[src/rtl/tlb_pkg.sv]
package tlb_pkg;
  typedef enum logic [1:0] {
    PG_4K  = 2'd0,
    PG_2M  = 2'd1,
    PG_1G  = 2'd2,
    PG_RSV = 2'd3
  } pg_size_e;

  localparam int unsigned OFF_MAX = 30;

  function automatic int unsigned pg_shift(pg_size_e s);
    case (s)
      PG_2M:   return 21;
      PG_1G:   return 30;
      default: return 12;
    endcase
  endfunction
endpackage

[src/rtl/tlb_match.sv]
module tlb_match
  import tlb_pkg::*;
#(
  parameter int unsigned VA_W  = 40,
  parameter int unsigned PID_W = 8
) (
  input  logic             valid_i,
  input  logic [VA_W-1:0]  etag_i,
  input  pg_size_e         size_i,
  input  logic [PID_W-1:0] epid_i,
  input  logic             glob_i,
  input  logic [VA_W-1:0]  qva_i,
  input  logic [PID_W-1:0] qpid_i,
  output logic             hit_o
);
  logic [VA_W-1:0] off_m;

  assign off_m = (VA_W'(1) << pg_shift(size_i)) - VA_W'(1);
  assign hit_o = valid_i
              && (((etag_i ^ qva_i) & ~off_m) == '0)
              && (glob_i || (epid_i == qpid_i));
endmodule

[src/rtl/tlb_prio.sv]
module tlb_prio #(
  parameter int unsigned N  = 16,
  localparam int unsigned IW = (N > 1) ? $clog2(N) : 1
) (
  input  logic [N-1:0]  req_i,
  output logic          found_o,
  output logic [IW-1:0] idx_o
);
  always_comb begin
    found_o = 1'b0;
    idx_o   = '0;
    for (int i = int'(N) - 1; i >= 0; i--) begin
      if (req_i[i]) begin
        found_o = 1'b1;
        idx_o   = IW'(i);
      end
    end
  end
endmodule

[src/rtl/tlb_victim.sv]
module tlb_victim #(
  parameter int unsigned N  = 16,
  localparam int unsigned IW = (N > 1) ? $clog2(N) : 1
) (
  input  logic          clk_i,
  input  logic          rst_ni,
  input  logic [N-1:0]  valid_i,
  input  logic          fill_en_i,
  output logic [IW-1:0] victim_o
);
  logic          free_any;
  logic [IW-1:0] free_idx;
  logic [IW-1:0] ptr_q;

  tlb_prio #(.N(N)) u_free (
    .req_i  (~valid_i),
    .found_o(free_any),
    .idx_o  (free_idx)
  );

  assign victim_o = free_any ? free_idx : ptr_q;

  // pointer moves only when it was actually used
  always_ff @(posedge clk_i or negedge rst_ni) begin
    if (!rst_ni) begin
      ptr_q <= '0;
    end else if (fill_en_i && !free_any) begin
      ptr_q <= (ptr_q == IW'(N - 1)) ? '0 : ptr_q + IW'(1);
    end
  end

  p_victim_free_r8: assert property (@(posedge clk_i) disable iff (!rst_ni)
    (fill_en_i && !(&valid_i)) |-> !valid_i[victim_o]);

  p_ptr_hold_r8: assert property (@(posedge clk_i) disable iff (!rst_ni)
    !(fill_en_i && (&valid_i)) |=> $stable(ptr_q));
endmodule

[src/rtl/sw_tlb.sv]
module sw_tlb
  import tlb_pkg::*;
#(
  parameter int unsigned N_ENT = 16,
  parameter int unsigned VA_W  = 40,
  parameter int unsigned PA_W  = 40,
  parameter int unsigned PID_W = 8
) (
  input  logic             clk_i,
  input  logic             rst_ni,
  input  logic [PID_W-1:0] cur_pid_i,
  input  logic             req_valid_i,
  input  logic [VA_W-1:0]  req_vaddr_i,
  input  logic             req_write_i,
  output logic             resp_valid_o,
  output logic             resp_hit_o,
  output logic [PA_W-1:0]  resp_paddr_o,
  output logic             trap_miss_o,
  output logic             trap_perm_o,
  input  logic             fill_valid_i,
  input  logic [VA_W-1:0]  fill_vaddr_i,
  input  logic [PA_W-1:0]  fill_paddr_i,
  input  logic [1:0]       fill_size_i,
  input  logic [PID_W-1:0] fill_pid_i,
  input  logic             fill_global_i,
  input  logic             fill_write_i,
  input  logic             purge_valid_i,
  input  logic [VA_W-1:0]  purge_vaddr_i,
  input  logic [PID_W-1:0] purge_pid_i,
  input  logic             flush_all_i
);
  localparam int unsigned IW = (N_ENT > 1) ? $clog2(N_ENT) : 1;

  logic [VA_W-1:0]  vtag_q [N_ENT];
  logic [PA_W-1:0]  ptag_q [N_ENT];
  pg_size_e         size_q [N_ENT];
  logic [PID_W-1:0] pid_q  [N_ENT];
  logic [N_ENT-1:0] glob_q, wr_q, valid_q, valid_d;
  logic [N_ENT-1:0] lk_hit, pg_hit, fill_we;

  logic             lk_any;
  logic [IW-1:0]    lk_idx, vic_idx;
  logic             fill_en;

  for (genvar g = 0; g < N_ENT; g++) begin : g_ent
    tlb_match #(.VA_W(VA_W), .PID_W(PID_W)) u_lk (
      .valid_i(valid_q[g]), .etag_i(vtag_q[g]), .size_i(size_q[g]),
      .epid_i(pid_q[g]), .glob_i(glob_q[g]),
      .qva_i(req_vaddr_i), .qpid_i(cur_pid_i), .hit_o(lk_hit[g])
    );
    tlb_match #(.VA_W(VA_W), .PID_W(PID_W)) u_pg (
      .valid_i(valid_q[g]), .etag_i(vtag_q[g]), .size_i(size_q[g]),
      .epid_i(pid_q[g]), .glob_i(glob_q[g]),
      .qva_i(purge_vaddr_i), .qpid_i(purge_pid_i), .hit_o(pg_hit[g])
    );
  end

  tlb_prio #(.N(N_ENT)) u_prio (
    .req_i  (lk_hit),
    .found_o(lk_any),
    .idx_o  (lk_idx)
  );

  assign fill_en = fill_valid_i && !flush_all_i;

  tlb_victim #(.N(N_ENT)) u_vic (
    .clk_i    (clk_i),
    .rst_ni   (rst_ni),
    .valid_i  (valid_q),
    .fill_en_i(fill_en),
    .victim_o (vic_idx)
  );

  assign fill_we = fill_en ? (N_ENT'(1) << vic_idx) : '0;

  // flush beats everything; a fill beats a purge on its own slot
  always_comb begin
    if (flush_all_i) valid_d = '0;
    else valid_d = (valid_q & ~(purge_valid_i ? pg_hit : '0)) | fill_we;
  end

  always_ff @(posedge clk_i or negedge rst_ni) begin
    if (!rst_ni) begin
      valid_q <= '0;
      glob_q  <= '0;
      wr_q    <= '0;
      for (int i = 0; i < int'(N_ENT); i++) begin
        vtag_q[i] <= '0;
        ptag_q[i] <= '0;
        size_q[i] <= PG_4K;
        pid_q[i]  <= '0;
      end
    end else begin
      valid_q <= valid_d;
      for (int i = 0; i < int'(N_ENT); i++) begin
        if (fill_we[i]) begin
          vtag_q[i] <= fill_vaddr_i;
          ptag_q[i] <= fill_paddr_i;
          size_q[i] <= pg_size_e'(fill_size_i);
          pid_q[i]  <= fill_pid_i;
          glob_q[i] <= fill_global_i;
          wr_q[i]   <= fill_write_i;
        end
      end
    end
  end

  // lookup result
  pg_size_e        sel_size;
  logic [PA_W-1:0] sel_ptag, pa_m, va_low, pa_comb;
  logic            sel_wr, perm_bad;

  assign sel_size = size_q[lk_idx];
  assign sel_ptag = ptag_q[lk_idx];
  assign sel_wr   = wr_q[lk_idx];
  assign pa_m     = (PA_W'(1) << pg_shift(sel_size)) - PA_W'(1);
  assign va_low   = PA_W'(req_vaddr_i[OFF_MAX-1:0]);
  assign pa_comb  = (sel_ptag & ~pa_m) | (va_low & pa_m);
  assign perm_bad = lk_any && req_write_i && !sel_wr;

  always_ff @(posedge clk_i or negedge rst_ni) begin
    if (!rst_ni) begin
      resp_valid_o <= 1'b0;
      resp_hit_o   <= 1'b0;
      trap_miss_o  <= 1'b0;
      trap_perm_o  <= 1'b0;
      resp_paddr_o <= '0;
    end else begin
      resp_valid_o <= req_valid_i;
      resp_hit_o   <= req_valid_i && lk_any && !perm_bad;
      trap_miss_o  <= req_valid_i && !lk_any;
      trap_perm_o  <= req_valid_i && perm_bad;
      resp_paddr_o <= (req_valid_i && lk_any && !perm_bad) ? pa_comb : '0;
    end
  end

  p_resp_follows_req_r10: assert property (@(posedge clk_i) disable iff (!rst_ni)
    req_valid_i |=> resp_valid_o);

  p_no_resp_idle_r10: assert property (@(posedge clk_i) disable iff (!rst_ni)
    !req_valid_i |=> !resp_valid_o);

  p_one_outcome_r10: assert property (@(posedge clk_i) disable iff (!rst_ni)
    resp_valid_o |-> $onehot({resp_hit_o, trap_miss_o, trap_perm_o}));

  p_miss_zero_pa_r2: assert property (@(posedge clk_i) disable iff (!rst_ni)
    !resp_hit_o |-> (resp_paddr_o == '0));

  p_flush_clears_r7: assert property (@(posedge clk_i) disable iff (!rst_ni)
    flush_all_i |=> (valid_q == '0));

  p_purge_drops_r6: assert property (@(posedge clk_i) disable iff (!rst_ni)
    (purge_valid_i && !flush_all_i) |=> ((valid_q & $past(pg_hit & ~fill_we)) == '0));

  p_fill_lands_r8: assert property (@(posedge clk_i) disable iff (!rst_ni)
    fill_en |=> ($countones(valid_q & $past(fill_we)) == 1));

  p_fill_onehot_r8: assert property (@(posedge clk_i) disable iff (!rst_ni)
    $onehot0(fill_we));

  p_lowest_wins_r9: assert property (@(posedge clk_i) disable iff (!rst_ni)
    lk_any |-> (lk_hit[lk_idx] && ((lk_hit & ((N_ENT'(1) << lk_idx) - N_ENT'(1))) == '0)));
endmodule

[config.mk]
export PLATFORM = sky130hd
export DESIGN_NAME = sw_tlb
export DESIGN_NICKNAME = d
export VERILOG_FILES = /design/src/rtl/tlb_pkg.sv /design/src/rtl/tlb_match.sv /design/src/rtl/tlb_prio.sv /design/src/rtl/tlb_victim.sv /design/src/rtl/sw_tlb.sv
export SDC_FILE = /design/constraint.sdc
export NUM_CORES = 2
export LEC_CHECK = 0
export BUFFER_PORTS_ARGS = -buffer_cell sky130_fd_sc_hd__buf_2
export CORE_MARGIN = 2
export CORE_UTILIZATION = 55
export DETAILED_ROUTE_END_ITERATION = 16
export GPL_TIMING_DRIVEN = 0
export PLACE_DENSITY_LB_ADDON = 0.3
export REMOVE_ABC_BUFFERS = 1
export SYNTH_ARGS = -nofsm -noshare
export SYNTH_HDL_FRONTEND = slang
export SYNTH_HIERARCHICAL = 1
export SYNTH_SLANG_ARGS = --single-unit
[constraint.sdc]
create_clock -name clk_i -period 13.5 [get_ports clk_i]
set_input_delay 0.675 -clock clk_i [delete_from_list [all_inputs] [get_ports clk_i]]
set_output_delay 0.675 -clock clk_i [all_outputs]
set_load 0.02 [all_outputs]
### After elaboration in Yosys (flattened, before gate mapping)

Cells that the tools add are included.

* output and inout port bits: 44
* register bits: 1536
* word-level logic and storage cells: 533
* input port bits: 195

* bitwise logic cells: 89
* shifts and indexed selects: 18
* equality and inequality tests: 67
* reductions and logical operators: 141
* muxes and demuxes: 95
* add/subtract/negate cells: 18
* order comparisons: 2

Operators with widths (count)
* $and A40 B40 Y40: 33
* $logic_not A40 Y1: 32
* $xor A40 B40 Y40: 32
* $not A40 Y40: 17
* $sub A40 B2 Y40 const B: 17
* $shl A1 B5 Y40 const A: 16
* $eq A8 B8 Y1: 32
* $pmux W5 S2: 17
* $bmux W40 S4: 1
* $mux W4: 34
* $mux W40: 3
* $logic_and A1 B1 Y1: 72
* $mux W16: 3
* $and A30 B40 Y40: 1
* $or A40 B40 Y40: 1
* $shl A1 B32 Y40 const A: 1
* $eq A2 B1 Y1 const B: 17
* $eq A2 B2 Y1 const B: 17
* $mux W1: 33
* $logic_or A1 B1 Y1: 32
* $not A16 Y16: 2
* $and A16 B16 Y16: 1
* $or A16 B16 Y16: 1
* $shl A1 B4 Y16 const A: 1
* 9 further kinds: 14

### Depth between registers and ports, before layout

* word-level depth: 37
* gate-level depth with buffers: 23
* gate-level depth less buffers: 20

### By module

Netlist, hierarchy kept.

By module, submodules not included
* sw_tlb: sequential area each 33532.2 µm², times used 1, area each 53595.2 µm², cells each 3358
* tlb_match: sequential area each 0.0 µm², times used 32, area each 663.1 µm², cells each 81
* tlb_prio: sequential area each 0.0 µm², times used 2, area each 178.9 µm², cells each 33
* tlb_victim: sequential area each 100.1 µm², times used 1, area each 311.5 µm², cells each 40

### Least setup slack after synthesis

Ideal clock, no wire load.

* path type: register -> register
* from: register size_q[4] in the netlist's numbering
* to: register resp_paddr_o[13]
* buffers on the path: 4
* arrival time: 5.538 ns
* setup time: 0.127 ns
* data required time: 13.373 ns
* period minus slack after synthesis: 5.665 ns
* slack: 7.835 ns
* stages on the path, launching flop included: 22
* path through: dfrtp_1 > inv_1 > ha_1 > nand2_1 > ha_1 > nand2_1 > nand4_1 > or4_1 > a2111oi_2 > a21oi_1 > o311a_2 > o22ai_1 > buf_6 > buf_4 > buf_2 > mux4_2 > mux4_2 > ha_1 > clkbuf_1 > nand2_1 > o32ai_1 > nor3_1

* word-level cells in the longest chain between the ends: 35
* elaborated cells on any way between the ends: 63
* classes of those cells: add/sub: 2; eq/ne: 4; shift: 2; mux: 39; bitwise: 7; reduce/logical: 9

Ends and longest elaborated chain
* from (decl): RTL line sw_tlb.sv:36 `pg_size_e size_q [N_ENT];`
* from (signal, indexed assignment): RTL line sw_tlb.sv:99 `size_q[i] <= pg_size_e'(fill_size_i);`
* $eq A2 B2 Y1 / $eq A2 B1 Y1 (equally long branches): RTL line tlb_pkg.sv:12 `case (s)`
* $pmux W5 S2 *: RTL line tlb_pkg.sv:12
* $shl A1 B5 Y40 *: RTL line tlb_match.sv:18 `assign off_m = (VA_W'(1) << pg_shift(size_i)) - VA_W'(1);`
* $sub A40 B2 Y40 *: RTL line tlb_match.sv:18
* $not A40 Y40 *: RTL line tlb_match.sv:20 `&& (((etag_i ^ qva_i) & ~off_m) == '0)`
* $and A40 B40 Y40 *: RTL line tlb_match.sv:20
* $logic_not A40 Y1 *: RTL line tlb_match.sv:20
* $logic_and A1 B1 Y1 *: RTL line tlb_match.sv:20
* [1 not listed]
* named net lk_hit[13]: RTL line sw_tlb.sv:39 `logic [N_ENT-1:0] lk_hit, pg_hit, fill_we;`
* [14 not listed]
* named net lk_idx[0]: RTL line sw_tlb.sv:42 `logic [IW-1:0] lk_idx, vic_idx;`
* [4 not listed]
* $eq A2 B2 Y1 / $eq A2 B1 Y1 (equally long branches): RTL line tlb_pkg.sv:12
* $pmux W5 S2: RTL line tlb_pkg.sv:12
* $shl A1 B32 Y40: RTL line sw_tlb.sv:116 `assign pa_m = (PA_W'(1) << pg_shift(sel_size)) - PA_W'(1);`
* $sub A40 B2 Y40: RTL line sw_tlb.sv:116
* $not A40 Y40: RTL line sw_tlb.sv:118 `assign pa_comb = (sel_ptag & ~pa_m) | (va_low & pa_m);`
* $and A40 B40 Y40: RTL line sw_tlb.sv:118
* $or A40 B40 Y40: RTL line sw_tlb.sv:118
* $mux W40 *: RTL line sw_tlb.sv:133 `resp_paddr_o <= (req_valid_i && lk_any && !perm_bad) ? pa_comb : '0;`
* to (signal assigned): RTL line sw_tlb.sv:133
* to (decl): RTL line sw_tlb.sv:17 `output logic [PA_W-1:0] resp_paddr_o,`

Mark *: on every way through the listed nets, which the timed path passes. The rest lies on a longest branch. The select of a mux whose other input is x is not followed.
A chain may end at the register's enable or synchronous reset.

### Worst setup path in the final report

* from: register size_q[10] in the netlist's numbering
* to: register resp_paddr_o[5]

* word-level cells in the longest chain between the ends: 32
* elaborated cells on any way between the ends: 57
* classes of those cells: add/sub: 2; eq/ne: 4; shift: 2; mux: 33; bitwise: 7; reduce/logical: 9

Ends and longest elaborated chain (RTL line)
* $eq A2 B2 Y1 / $eq A2 B1 Y1 (equally long branches): tlb_pkg.sv:12
* $pmux W5 S2 *: tlb_pkg.sv:12
* $shl A1 B5 Y40 *: tlb_match.sv:18
* $sub A40 B2 Y40 *: tlb_match.sv:18
* $not A40 Y40 *: tlb_match.sv:20
* $and A40 B40 Y40 *: tlb_match.sv:20
* $logic_not A40 Y1 *: tlb_match.sv:20
* $logic_and A1 B1 Y1 *: tlb_match.sv:20
* [1 not listed]
* named net lk_hit[10]: sw_tlb.sv:39
* [11 not listed]
* named net lk_idx[1]: sw_tlb.sv:42
* [4 not listed]
* $eq A2 B2 Y1 / $eq A2 B1 Y1 (equally long branches): tlb_pkg.sv:12
* $pmux W5 S2: tlb_pkg.sv:12
* $shl A1 B32 Y40: sw_tlb.sv:116
* $sub A40 B2 Y40: sw_tlb.sv:116
* $not A40 Y40: sw_tlb.sv:118
* $and A40 B40 Y40: sw_tlb.sv:118
* $or A40 B40 Y40: sw_tlb.sv:118
* $mux W40 *: sw_tlb.sv:133

Marked as above.

==> flow_metrics.env <==
export IMPL_cts_made_buffers=143
export IMPL_run_status="completed"
export IMPL_start_kind="register"
export IMPL_number_of_global_route_vias_before_repair=49650
export IMPL_grt_first_pass_wirelength_um=327300
export IMPL_max_clock_path_buffers=3
export IMPL_grt_antenna_before_repair=25
export IMPL_htreeDepth=4
export IMPL_worst_hold_slack_ns=0.08254
export IMPL_synthesis_area_um2=73150
export IMPL_globalRouteTotalUtil=0.3268
export IMPL_syn_area_per_cell_um2=12.35
export IMPL_clkSlewWorstSetupHoldPaths_ns=0.06
export IMPL_timing_final_hold_violations=0
export IMPL_cp_cell_sequence="inv_1 > ha_1 > nand2_1 > ha_1 > nand2_1 > nand4_1 > or4_1 > a2111oi_2 > o31ai_1 > a31oi_4 > buf_12 > buf_12 > nand2b_1 > a211oi_1 > or4_4 > a31o_2 > buf_12 > inv_2 > and2_1"
export IMPL_slowest_stage="nand2b_1"
export IMPL_finClkSkew_ns=0.04825
export IMPL_initial_utilization=0.5550
export IMPL_syn2layout_area_growth_pct=12.39
export IMPL_number_of_nets_in_the_layout=6495
export IMPL_worst_setup_path_end_kind="register"
export IMPL_final_util=0.6238
export IMPL_global_route_overflow_total=0
export IMPL_setup_repair_after_global_routing_missed_its_margin="false"
export IMPL_viasPerCell=6.231
export IMPL_via_count=49730
export IMPL_cts_repair_resized=0
export IMPL_ant_nets=0
export IMPL_layout_worst_path_cycle_share=0.5691
export IMPL_crit_buf_inv=5
export IMPL_wl_per_cell_um=28.08
export IMPL_grt_max_degree=159
export IMPL_post_route_cell_area_um2=82210
export IMPL_critPathMaxFanout=24
export IMPL_drt_wl_total_um=224200
export IMPL_worst_ir_drop_vdd_mv=0.1240
export IMPL_worstPathArrival_ns=8.35
export IMPL_core_region_area_um2=131800
export IMPL_max_freq_mhz=130.2
export IMPL_num_rows=133
export IMPL_criticalPathCategory="reg2reg"
export IMPL_ratio_of_cells_with_drive_above_1_in_the_final_layout=0.3110
export IMPL_clock_insertion_delay_at_the_later_pin_of_the_skew_report_ns=0.80
export IMPL_power_density_nw_per_um2=113.3
export IMPL_final_period_minus_worst_setup_slack_ns=7.683
export IMPL_timing_critical_path_max_delay_family="simple AND/OR/NAND/NOR gates"
export IMPL_portBuffers=218
export IMPL_crit_top_cell="buf_12"
export IMPL_die_height_um=368.7
export IMPL_gpl_final_weighted_congestion=0.9836
export IMPL_final_max_slew_violation_count=0
export IMPL_netlist_instances=5924
export IMPL_design_portCount=239
export IMPL_nFillCells=10160
export IMPL_dieArea_um2=135900
export IMPL_place_area_um2=77160
export IMPL_total_leakage_power_nw=37.23
export IMPL_relSlewSlack=0.04354
export IMPL_whs_path_depth=2
export IMPL_setup_tns_ns=0
export IMPL_critical_path_depth=19
export IMPL_hold_path_class="in2reg"
export IMPL_detailed_placement_wirelength_estimate_um=148000
export IMPL_timing_worst_slew_pin_value_ns=1.435
export IMPL_clkSinkCount=1280
export IMPL_worstRegToRegCells=19
export IMPL_ys_warnings_count=6
export IMPL_ctsRootBufferMaster="clkbuf_16"
export IMPL_timing_max_cap_violations=0
export IMPL_die_width_um=368.7
export IMPL_crit_path_max_incr_delay_ns=1.11
export IMPL_clock_tree_from_tritoncts="yes"
export IMPL_worstPathRequired_ns=14.16
export IMPL_total_power_w=0.009312
export IMPL_initial_detailed_routing_violation_count=4375
export IMPL_setup_violations=0
export IMPL_drt_pre_antenna_iters=6
export IMPL_detail_route_drc_violations=0
export IMPL_cts_setup_buffers=0
-- layout by cell type, fill, tap and decap left out, drive strengths merged, types with 165 or more instances in the layout --
cell type     n
dfrtp      1280
mux2       1223
xor2        832
xnor2       609
buf         301
clkbuf      210
ha          196
nand2       186
a21oi       171
nor4        165
-- metal layers --
metal / wire, µm / vias up / global-route usage
li1: - / 21460 / -
met1: 90660 / 25730 / 0.4294
met2: 104100 / 1983 / 0.5163
met3: 17340 / 542 / 0.06280
met4: 12000 / 16 / 0.1677
met5: 100 / - / 0
-- sequential cells by signal, summed over array words and instances (netlist names) --
register	cells
vtag_q	576
trap_miss_o	1
resp_hit_o	1
pid_q	128
glob_q	16
wr_q	16
resp_paddr_o	40
trap_perm_o	1
valid_q	16
size_q	32
resp_valid_o	1
u_vic/ptr_q	4
ptag_q	448
-- worst register-to-register path: cells and delay by family (launching register included) --
family	cells	cell delay (ns)
AO/OA/AOI/OAI	5	1.73
adder cells (fa/ha/maj)	2	0.80
flip-flops	1	0.55
buffers and inverters	5	1.45
AND/OR/NAND/NOR	7	3.01
-- metrics by stage --
stage,setup slack (ns),instances
floorplan,-1.938,5656
global placement,-16.45,7629
detailed placement,5.583,7712
CTS,5.939,7967
global route,5.633,7973
finish,5.817,7982
-- final timing paths --
kind                                         start  slack, ns                        end
max                         size_q[10]$_DFFE_PN0P_       5.82  resp_paddr_o[5]$_DFF_PN0_
min                                 req_vaddr_i[1]       0.08  resp_paddr_o[1]$_DFF_PN0_
max reg2reg                 size_q[10]$_DFFE_PN0P_       5.82  resp_paddr_o[5]$_DFF_PN0_
min reg2reg                ptag_q[472]$_DFFE_PN0P_       0.50    ptag_q[472]$_DFFE_PN0P_
max in group asynchronous                   rst_ni      10.01    ptag_q[150]$_DFFE_PN0P_
min in group asynchronous                   rst_ni       0.36    vtag_q[536]$_DFFE_PN0P_
-- report_power, final --
| group | switching [W] | total, W | internal, W |
|---|---|---|---|
| registers | 0.000123 | 0.00410 | 0.00397 |
| logic | 0.000649 | 0.00107 | 0.000419 |
| clock network | 0.00168 | 0.00415 | 0.00247 |
| total | 0.00245 | 0.00931 | 0.00686 |
-- layout make-up --
| type | count | area (µm²) | area share |
|---|---|---|---|
| antenna | 15 | 37.54 | 0.0004566 |
| clock buffer | 210 | 4183 | 0.05088 |
| clock inverter | 43 | 815.8 | 0.009923 |
| inverter | 92 | 345.3 | 0.004201 |
| multi-input combinational | 4284 | 39740 | 0.4834 |
| sequential | 1280 | 32030 | 0.3896 |
| tap | 1755 | 2196 | 0.02671 |
| timing repair buffer | 303 | 2865 | 0.03485 |
-- timing repair --
action	4_1_cts	5_1_grt
endpoints found under the setup margin	0	0
hold endpoints to repair	49	0
hold buffers	2	0
No activity file was read; power rests on OpenSTA's default activity.
